<file path="config.mk">
export PLATFORM = sky130hd
export DESIGN_NAME = apb_uart
export DESIGN_NICKNAME = d
export VERILOG_FILES = /design/src/rtl/apb_uart_pkg.sv /design/src/rtl/uart_tx_fsm.sv /design/src/rtl/uart_rx_fsm.sv /design/src/rtl/uart_regs.sv /design/src/rtl/apb_uart.sv
export SDC_FILE = /design/constraint.sdc
export NUM_CORES = 1
export LEC_CHECK = 0
export BUFFER_PORTS_ARGS = -buffer_cell sky130_fd_sc_hd__buf_2
export CAP_MARGIN = 20
export CELL_PAD_IN_SITES_DETAIL_PLACEMENT = 0
export CELL_PAD_IN_SITES_GLOBAL_PLACEMENT = 1
export CORE_MARGIN = 2
export CORE_UTILIZATION = 40
export CTS_CLUSTER_SIZE = 12
export DETAILED_ROUTE_END_ITERATION = 16
export PLACE_DENSITY = 0.76
export RECOVER_POWER = 50
export SYNTH_ARGS = -nofsm -noshare
export SYNTH_HDL_FRONTEND = slang
export SYNTH_SLANG_ARGS = --single-unit
export TNS_END_PERCENT = 1
</file>
<file path="constraint.sdc">
create_clock -name clk -period 2.7 [get_ports clk]
set_clock_uncertainty 0.1 [all_clocks]
set_input_delay 0.27 -clock clk [delete_from_list [all_inputs] [get_ports clk]]
set_output_delay 0.27 -clock clk [all_outputs]
set_load 0.05 [all_outputs]
</file>
<file path="src/rtl/apb_uart_pkg.sv">
package apb_uart_pkg;

    localparam int DATA_W   = 8;
    localparam int REG_W    = 32;

    localparam int OFS_DATA = 'h00;
    localparam int OFS_STAT = 'h04;
    localparam int OFS_CTRL = 'h08;

    // status bit positions
    localparam int ST_RDY   = 0;
    localparam int ST_TSE   = 1;
    localparam int ST_TBE   = 2;
    localparam int ST_BRK   = 3;
    localparam int ST_OVR   = 4;
    localparam int ST_FRM   = 6;

    // control bit positions
    localparam int CT_RXEN  = 0;
    localparam int CT_TXEN  = 1;
    localparam int CT_RXIE  = 2;
    localparam int CT_TXIE  = 3;
    localparam int CT_LOOP  = 7;

    localparam logic [REG_W-1:0] CTRL_MASK =
        REG_W'((1 << CT_RXEN) | (1 << CT_TXEN) | (1 << CT_RXIE) |
               (1 << CT_TXIE) | (1 << CT_LOOP));

    typedef enum logic [1:0] {
        TX_IDLE, TX_START, TX_DATA, TX_STOP
    } tx_state_e;

    typedef enum logic [1:0] {
        RX_IDLE, RX_START, RX_DATA, RX_STOP
    } rx_state_e;

endpackage

</file>
<file path="src/rtl/uart_tx_fsm.sv">
module uart_tx_fsm
    import apb_uart_pkg::*;
#(
    parameter int CLKS_PER_BIT = 16
) (
    input  logic              clk,
    input  logic              rst_n,
    input  logic              go,
    input  logic [DATA_W-1:0] din,
    output logic              busy,
    output logic              done,
    output logic              txd
);
    localparam int CNT_W = (CLKS_PER_BIT > 1) ? $clog2(CLKS_PER_BIT) : 1;
    localparam int IDX_W = $clog2(DATA_W);
    localparam logic [CNT_W-1:0] LAST_CNT = CNT_W'(CLKS_PER_BIT - 1);
    localparam logic [IDX_W-1:0] LAST_IDX = IDX_W'(DATA_W - 1);

    tx_state_e         state_q, state_d;
    logic [CNT_W-1:0]  cnt_q, cnt_d;
    logic [IDX_W-1:0]  idx_q, idx_d;
    logic [DATA_W-1:0] sh_q, sh_d;
    logic              bit_end;

    assign bit_end = (cnt_q == LAST_CNT);

    always_comb begin
        state_d = state_q;
        cnt_d   = cnt_q;
        idx_d   = idx_q;
        sh_d    = sh_q;
        unique case (state_q)
            TX_IDLE: begin
                if (go) begin
                    state_d = TX_START;
                    cnt_d   = '0;
                    sh_d    = din;
                end
            end
            TX_START: begin
                if (bit_end) begin
                    state_d = TX_DATA;
                    cnt_d   = '0;
                    idx_d   = '0;
                end else begin
                    cnt_d = cnt_q + 1'b1;
                end
            end
            TX_DATA: begin
                if (bit_end) begin
                    cnt_d = '0;
                    sh_d  = sh_q >> 1;
                    if (idx_q == LAST_IDX) begin
                        state_d = TX_STOP;
                    end else begin
                        idx_d = idx_q + 1'b1;
                    end
                end else begin
                    cnt_d = cnt_q + 1'b1;
                end
            end
            TX_STOP: begin
                if (bit_end) begin
                    state_d = TX_IDLE;
                    cnt_d   = '0;
                end else begin
                    cnt_d = cnt_q + 1'b1;
                end
            end
        endcase
    end

    always_ff @(posedge clk or negedge rst_n) begin
        if (!rst_n) begin
            state_q <= TX_IDLE;
            cnt_q   <= '0;
            idx_q   <= '0;
            sh_q    <= '0;
        end else begin
            state_q <= state_d;
            cnt_q   <= cnt_d;
            idx_q   <= idx_d;
            sh_q    <= sh_d;
        end
    end

    always_comb begin
        txd  = 1'b1;
        busy = 1'b1;
        done = 1'b0;
        unique case (state_q)
            TX_IDLE:  busy = 1'b0;
            TX_START: txd  = 1'b0;
            TX_DATA:  txd  = sh_q[0];
            TX_STOP:  done = bit_end;
        endcase
    end

endmodule

</file>
<file path="src/rtl/uart_rx_fsm.sv">
module uart_rx_fsm
    import apb_uart_pkg::*;
#(
    parameter int CLKS_PER_BIT = 16
) (
    input  logic              clk,
    input  logic              rst_n,
    input  logic              en,
    input  logic              line,
    output logic              valid,
    output logic [DATA_W-1:0] data,
    output logic              frame_err
);
    localparam int CNT_W = (CLKS_PER_BIT > 1) ? $clog2(CLKS_PER_BIT) : 1;
    localparam int IDX_W = $clog2(DATA_W);
    localparam logic [CNT_W-1:0] LAST_CNT = CNT_W'(CLKS_PER_BIT - 1);
    localparam logic [CNT_W-1:0] HALF_CNT = CNT_W'(CLKS_PER_BIT / 2 - 1);
    localparam logic [IDX_W-1:0] LAST_IDX = IDX_W'(DATA_W - 1);

    rx_state_e         state_q, state_d;
    logic [CNT_W-1:0]  cnt_q, cnt_d;
    logic [IDX_W-1:0]  idx_q, idx_d;
    logic [DATA_W-1:0] sh_q, sh_d;
    logic              line_q;
    logic              bit_end;

    assign bit_end = (cnt_q == LAST_CNT);

    always_comb begin
        state_d = state_q;
        cnt_d   = cnt_q;
        idx_d   = idx_q;
        sh_d    = sh_q;
        unique case (state_q)
            RX_IDLE: begin
                if (line_q && !line) begin
                    state_d = RX_START;
                    cnt_d   = '0;
                end
            end
            RX_START: begin
                if (cnt_q == HALF_CNT) begin
                    cnt_d   = '0;
                    idx_d   = '0;
                    state_d = line ? RX_IDLE : RX_DATA;
                end else begin
                    cnt_d = cnt_q + 1'b1;
                end
            end
            RX_DATA: begin
                if (bit_end) begin
                    cnt_d = '0;
                    sh_d  = {line, sh_q[DATA_W-1:1]};
                    if (idx_q == LAST_IDX) begin
                        state_d = RX_STOP;
                    end else begin
                        idx_d = idx_q + 1'b1;
                    end
                end else begin
                    cnt_d = cnt_q + 1'b1;
                end
            end
            RX_STOP: begin
                if (bit_end) begin
                    state_d = RX_IDLE;
                    cnt_d   = '0;
                end else begin
                    cnt_d = cnt_q + 1'b1;
                end
            end
        endcase
        if (!en) begin
            state_d = RX_IDLE;
            cnt_d   = '0;
        end
    end

    always_ff @(posedge clk or negedge rst_n) begin
        if (!rst_n) begin
            state_q <= RX_IDLE;
            cnt_q   <= '0;
            idx_q   <= '0;
            sh_q    <= '0;
            line_q  <= 1'b1;
        end else begin
            state_q <= state_d;
            cnt_q   <= cnt_d;
            idx_q   <= idx_d;
            sh_q    <= sh_d;
            line_q  <= line;
        end
    end

    always_comb begin
        valid     = 1'b0;
        frame_err = 1'b0;
        data      = sh_q;
        unique case (state_q)
            RX_IDLE, RX_START, RX_DATA: valid = 1'b0;
            RX_STOP: begin
                valid     = bit_end && en;
                frame_err = !line;
            end
        endcase
    end

endmodule

</file>
<file path="src/rtl/uart_regs.sv">
module uart_regs
    import apb_uart_pkg::*;
#(
    parameter int ADDR_W = 5
) (
    input  logic              clk,
    input  logic              rst_n,
    input  logic              psel,
    input  logic              penable,
    input  logic              pwrite,
    input  logic [ADDR_W-1:0] paddr,
    input  logic [REG_W-1:0]  pwdata,
    output logic [REG_W-1:0]  prdata,
    output logic              irq,
    input  logic              tx_busy,
    input  logic              tx_done,
    output logic              tx_go,
    output logic [DATA_W-1:0] tx_din,
    input  logic              rx_valid,
    input  logic [DATA_W-1:0] rx_data,
    input  logic              rx_ferr,
    output logic [REG_W-1:0]  ctrl_o,
    output logic [REG_W-1:0]  stat_o,
    output logic [DATA_W-1:0] hold_o
);
    logic [REG_W-1:0]  ctrl_q;
    logic [DATA_W-1:0] hold_q;
    logic              rdy_q, ovr_q, frm_q, brk_q, irq_q;
    logic              wr_acc, rd_acc, hit_data, hit_stat, hit_ctrl, rd_clr;

    assign wr_acc   = psel && penable && pwrite;
    assign rd_acc   = psel && penable && !pwrite;
    assign hit_data = (paddr == ADDR_W'(OFS_DATA));
    assign hit_stat = (paddr == ADDR_W'(OFS_STAT));
    assign hit_ctrl = (paddr == ADDR_W'(OFS_CTRL));
    assign rd_clr   = rd_acc && hit_data;
    assign tx_go    = wr_acc && hit_data && ctrl_q[CT_TXEN] && !tx_busy;
    assign tx_din   = pwdata[DATA_W-1:0];

    always_ff @(posedge clk or negedge rst_n) begin
        if (!rst_n) begin
            ctrl_q <= '0;
            hold_q <= '0;
            rdy_q  <= 1'b0;
            ovr_q  <= 1'b0;
            frm_q  <= 1'b0;
            brk_q  <= 1'b0;
            irq_q  <= 1'b0;
        end else begin
            if (wr_acc && hit_ctrl) begin
                ctrl_q <= pwdata & CTRL_MASK;
            end
            if (rd_clr) begin
                rdy_q <= 1'b0;
                frm_q <= 1'b0;
                brk_q <= 1'b0;
            end
            if (wr_acc && hit_stat && !pwdata[ST_OVR]) begin
                ovr_q <= 1'b0;
            end
            if (rx_valid) begin
                if (rdy_q && !rd_clr) begin
                    ovr_q <= 1'b1;
                end else begin
                    hold_q <= rx_data;
                    rdy_q  <= 1'b1;
                    frm_q  <= rx_ferr;
                    brk_q  <= rx_ferr && (rx_data == '0);
                end
            end
            irq_q <= (rx_valid && ctrl_q[CT_RXIE]) ||
                     (tx_done && ctrl_q[CT_TXIE]);
        end
    end

    always_comb begin
        stat_o         = '0;
        stat_o[ST_RDY] = rdy_q;
        stat_o[ST_TSE] = !tx_busy;
        stat_o[ST_TBE] = !tx_busy;
        stat_o[ST_BRK] = brk_q;
        stat_o[ST_OVR] = ovr_q;
        stat_o[ST_FRM] = frm_q;
    end

    always_comb begin
        prdata = '0;
        if (psel && !pwrite) begin
            if (hit_data) begin
                prdata = {{(REG_W-DATA_W){1'b0}}, hold_q};
            end else if (hit_stat) begin
                prdata = stat_o;
            end else if (hit_ctrl) begin
                prdata = ctrl_q;
            end
        end
    end

    assign irq    = irq_q;
    assign ctrl_o = ctrl_q;
    assign hold_o = hold_q;

endmodule

</file>
<file path="src/rtl/apb_uart.sv">
module apb_uart
    import apb_uart_pkg::*;
#(
    parameter int ADDR_W       = 5,
    parameter int CLKS_PER_BIT = 16
) (
    input  logic              clk,
    input  logic              rst_n,
    input  logic              psel,
    input  logic              penable,
    input  logic              pwrite,
    input  logic [ADDR_W-1:0] paddr,
    input  logic [REG_W-1:0]  pwdata,
    output logic [REG_W-1:0]  prdata,
    output logic              irq,
    output logic              txd,
    input  logic              rxd
);
    logic              tx_go, tx_busy, tx_done, tx_line;
    logic [DATA_W-1:0] tx_din;
    logic              rx_valid, rx_ferr;
    logic [DATA_W-1:0] rx_data;
    logic [REG_W-1:0]  ctrl, stat;
    logic [DATA_W-1:0] hold;
    logic [1:0]        sync_q;
    logic              rx_src;

    assign rx_src = ctrl[CT_LOOP] ? tx_line : rxd;

    always_ff @(posedge clk or negedge rst_n) begin
        if (!rst_n) begin
            sync_q <= 2'b11;
        end else begin
            sync_q <= {sync_q[0], rx_src};
        end
    end

    uart_regs #(.ADDR_W(ADDR_W)) i_regs (
        .clk      (clk),
        .rst_n    (rst_n),
        .psel     (psel),
        .penable  (penable),
        .pwrite   (pwrite),
        .paddr    (paddr),
        .pwdata   (pwdata),
        .prdata   (prdata),
        .irq      (irq),
        .tx_busy  (tx_busy),
        .tx_done  (tx_done),
        .tx_go    (tx_go),
        .tx_din   (tx_din),
        .rx_valid (rx_valid),
        .rx_data  (rx_data),
        .rx_ferr  (rx_ferr),
        .ctrl_o   (ctrl),
        .stat_o   (stat),
        .hold_o   (hold)
    );

    uart_tx_fsm #(.CLKS_PER_BIT(CLKS_PER_BIT)) i_tx (
        .clk   (clk),
        .rst_n (rst_n),
        .go    (tx_go),
        .din   (tx_din),
        .busy  (tx_busy),
        .done  (tx_done),
        .txd   (tx_line)
    );

    uart_rx_fsm #(.CLKS_PER_BIT(CLKS_PER_BIT)) i_rx (
        .clk       (clk),
        .rst_n     (rst_n),
        .en        (ctrl[CT_RXEN]),
        .line      (sync_q[1]),
        .valid     (rx_valid),
        .data      (rx_data),
        .frame_err (rx_ferr)
    );

    assign txd = tx_line;

endmodule

</file>
==> summary.md <==
| Metric | Value |
|---|---|
| Status | `complete, but fails checks` |
| Failing checks | `capacitance limit, slew limit` |
| Top-area cell type share of the netlist area | `0.4114` |
| GRT Resource Usage Total | `0.1580` |
| Initial Util | `0.4115` |
| Final instance area | `0.003382 mm²` |
| Worst Hold Class | `input port to register` |
| Area after DPL | `0.003291 mm²` |
| Vias | `2309` |
| Largest net degree at the start of global routing | `30` |
| Core Rows | `32` |
| Synth Cell Area | `0.003163 mm²` |
| CP cell instances | `buf_2 -> or4_4 -> nor2_1 -> a21oi_1 -> a211oi_1 -> buf_2` |
| Routability cong. | `0.7555` |
| Clock Path Buffers | `2` |
| Post-DR vias/cell | `5.284` |
| Unrepaired setup endpoints after global routing | `false` |
| # DRC | `0` |
| Reg-to-reg setup timing slack | `0.63 ns` |
| CP Capture Type | `output port` |
| Endpoints failing setup | `0` |
| Root Driver | `clkbuf_8` |
| Clk Latency, worst-skew pair | `0.30 ns` |
| Overflow after GRT | `0` |
| Fmax | `0.4250 GHz` |
| Synth async-reset ratio | `1.000` |
| Max Cap Viol | `1` |
| EDFF count, synth | `0` |
| Power Density | `610.2 mW/mm²` |
| Top-count cell post-synth | `dfrtp_1` |
| Final min period | `2.353 ns` |
| Hold_buf cts | `1` |
| Dpl hpwl | `4.666 mm` |
| I/O pins | `77` |
| Die H | `92.93 µm` |
| Number of port buffers | `28` |
| WS Path Type | `input port to output port` |
| Diodes inserted | `0` |
| Worst Setup Start Kind | `input port` |
| Initial DRC count | `88` |
| Avg Inst Size Synth | `10.17 µm²` |
| Hold Slack | `0.1198 ns` |
| Clock slew at reported path FFs | `0.10 ns` |
| Die Area | `0.008635 mm²` |
| CTS tree | `done` |
| Share of layout cells above drive strength 1 | `0.2299` |
| Post-CTS setup buffer count | `0` |
| Worst Max-Slew Pin Slew | `1.589 ns` |
| Clock buffer count from CTS | `5` |
| Slowest cell on the critical path | `or4_4` |
| Count of final max-slew check failures | `30` |
| Cell variety after synth | `57` |
| Drt pass-1 iters | `4` |
| Synth warn | `0` |
| Yosys reg bits | `55` |
| CTS resizes | `0` |
| Routed WL per cell | `14.49 µm` |
| H-tree depth | `2` |
| CP Data Required Time | `2.33 ns` |
| Post-synthesis sequential area ratio | `0.4363` |
| Chip Width | `92.93 µm` |
| Vias in the first global route | `2253` |
| Worst path max stage delay | `0.61 ns` |
| Ranking of synthesized cells by area | `dfrtp_1, mux2_2, buf_4` |
| Post-synth top cells | `dfrtp_1, nand2_1, buf_4, mux2_2, o21ai_0` |
| Num Clock Sinks | `55` |
| Top FF cell, synth | `dfrtp_1` |
| First-pass GRT wire length | `10.94 mm` |
| Fin nets | `388` |
| Maximum vdd drop | `210.3 µV` |
| Crit path max fanout | `9` |
| Core area | `0.007687 mm²` |
| Most area-hungry cell type in the Yosys netlist | `dfrtp_1` |
| Cell mode on critical path | `buf_2` |
| Detail Route Antenna Nets | `0` |
| Initial antenna violation count | `0` |
| Worst Path Arrival | `1.98 ns` |
| Max-slew headroom | `-0.05901` |
| Design Power | `0.002064 W` |
| Final-report hold violation count | `0` |
| Mapped Cells | `311` |
| Static leakage | `1.607 nW` |
| Total routed wirelength | `6.332 mm` |
| Crit share post-route | `0.8714` |
| Area delta synth->final | `6.922%` |
[worst max-delay path, delay by kind of cell]
family	cells	cell delay, ns
and+or+nand+nor	2	0.96
AOI/OAI and AO/OA	2	0.35
buffers and inverters	2	0.40
[flip-flops by register name, indices dropped and copies added, names as in the netlist]
register       count
i_regs.hold_o      8
i_rx.data          8
i_tx.sh_q          8
i_regs.ctrl_o      5
i_rx.cnt_q         4
i_tx.cnt_q         4
i_rx.idx_q         3
i_tx.idx_q         3
i_rx.state_q       2
i_tx.state_q       2
sync_q             2
i_regs.brk_q       1
i_regs.frm_q       1
i_regs.irq         1
i_regs.ovr_q       1
i_regs.rdy_q       1
i_rx.line_q        1
[path summary, 6_finish.rpt]
kind                          startpoint          endpoint  depth (start not counted)
min in group asynchronous          rst_n     i_tx.cnt_q[3]                          2
setup reg to reg           i_rx.cnt_q[0]  i_regs.hold_o[4]                          5
setup / recovery                paddr[4]         prdata[2]                          6
hold / removal                 pwdata[1]  i_regs.ctrl_o[1]                          2
max in group asynchronous          rst_n       i_rx.line_q                          3
hold reg to reg                sync_q[0]         sync_q[1]                          0
[per-layer routing]
metal / vias up / wire length (µm) / share of wire / track usage
met2: 57 / 2898 / 0.46 / 0.2421
met5: - / 0 / 0 / 0
met1: 1116 / 3100 / 0.49 / 0.2242
met3: 9 / 208 / 0.033 / 0.02685
li1: 1127 / - / - / -
met4: 0 / 125 / 0.020 / 0.05882
[area by class of cell]
type	count	area (µm²)
multi-input cells	230	1579
fillers	755	4305
clock buffers	5	68.82
repair buffers	33	172.7
clock inverters	3	20.02
inverters	9	33.78
flip-flops and latches	55	1380
well taps	102	127.6
[placed cells by master (no fill, tap or decap), drive strengths merged, types with 2 or more instances in the layout]
cell / Yosys / layout
a211o: 8 / 8
a211oi: 3 / 3
a21o: 3 / 3
a21oi: 9 / 9
a222oi: 2 / 2
a22o: 5 / 5
a22oi: 4 / 4
and3: 3 / 3
buf: 27 / 28
clkbuf: 13 / 9
clkinvlp: 0 / 2
conb: 1 / 24
dfrtp: 52 / 52
dfstp: 3 / 3
ha: 11 / 11
inv: 9 / 9
mux2: 24 / 24
nand2: 28 / 28
nand2b: 13 / 13
nand3: 11 / 11
nand4: 2 / 2
nor2: 15 / 15
nor3: 6 / 6
nor3b: 4 / 4
nor4: 4 / 4
o211ai: 2 / 2
o21ai: 20 / 20
o22ai: 7 / 7
o41ai: 3 / 3
or4: 2 / 2
[per-stage QoR]
step / utilization / worst slack (ns) / TNS, ns / cells
3_5_place_dp: 0.4281 / 0.3345 / 0 / 428
4_1_cts: 0.4409 / 0.3398 / 0 / 437
5_1_grt: 0.4399 / 0.1955 / 0 / 437
3_3_place_gp: 0.4281 / 0.3258 / 0 / 428
6_report: 0.4399 / 0.3472 / 0 / 437
2_1_floorplan: - / -0.09643 / -0.2487 / 334
[cell families (layout without fill, tap and decap cells)]
group                      Yosys count  count (layout)  share of synthesized area
adders and majority gates           11              11                    0.04351
buffers and inverters               49              50                    0.09177
other                                1              24                   0.001186
AOI/OAI and AO/OA                   73              73                     0.1725
muxes                               25              25                    0.09098
DFF                                 55              55                     0.4363
and+or+nand+nor                     97              97                     0.1638
[power breakdown]
group	internal (W)	total, W	switching, W
sequential	0.000894	0.000956	0.0000618
clock	0.000181	0.000454	0.000273
combinational	0.000221	0.000654	0.000433
(Power assumes the default switching activity.)
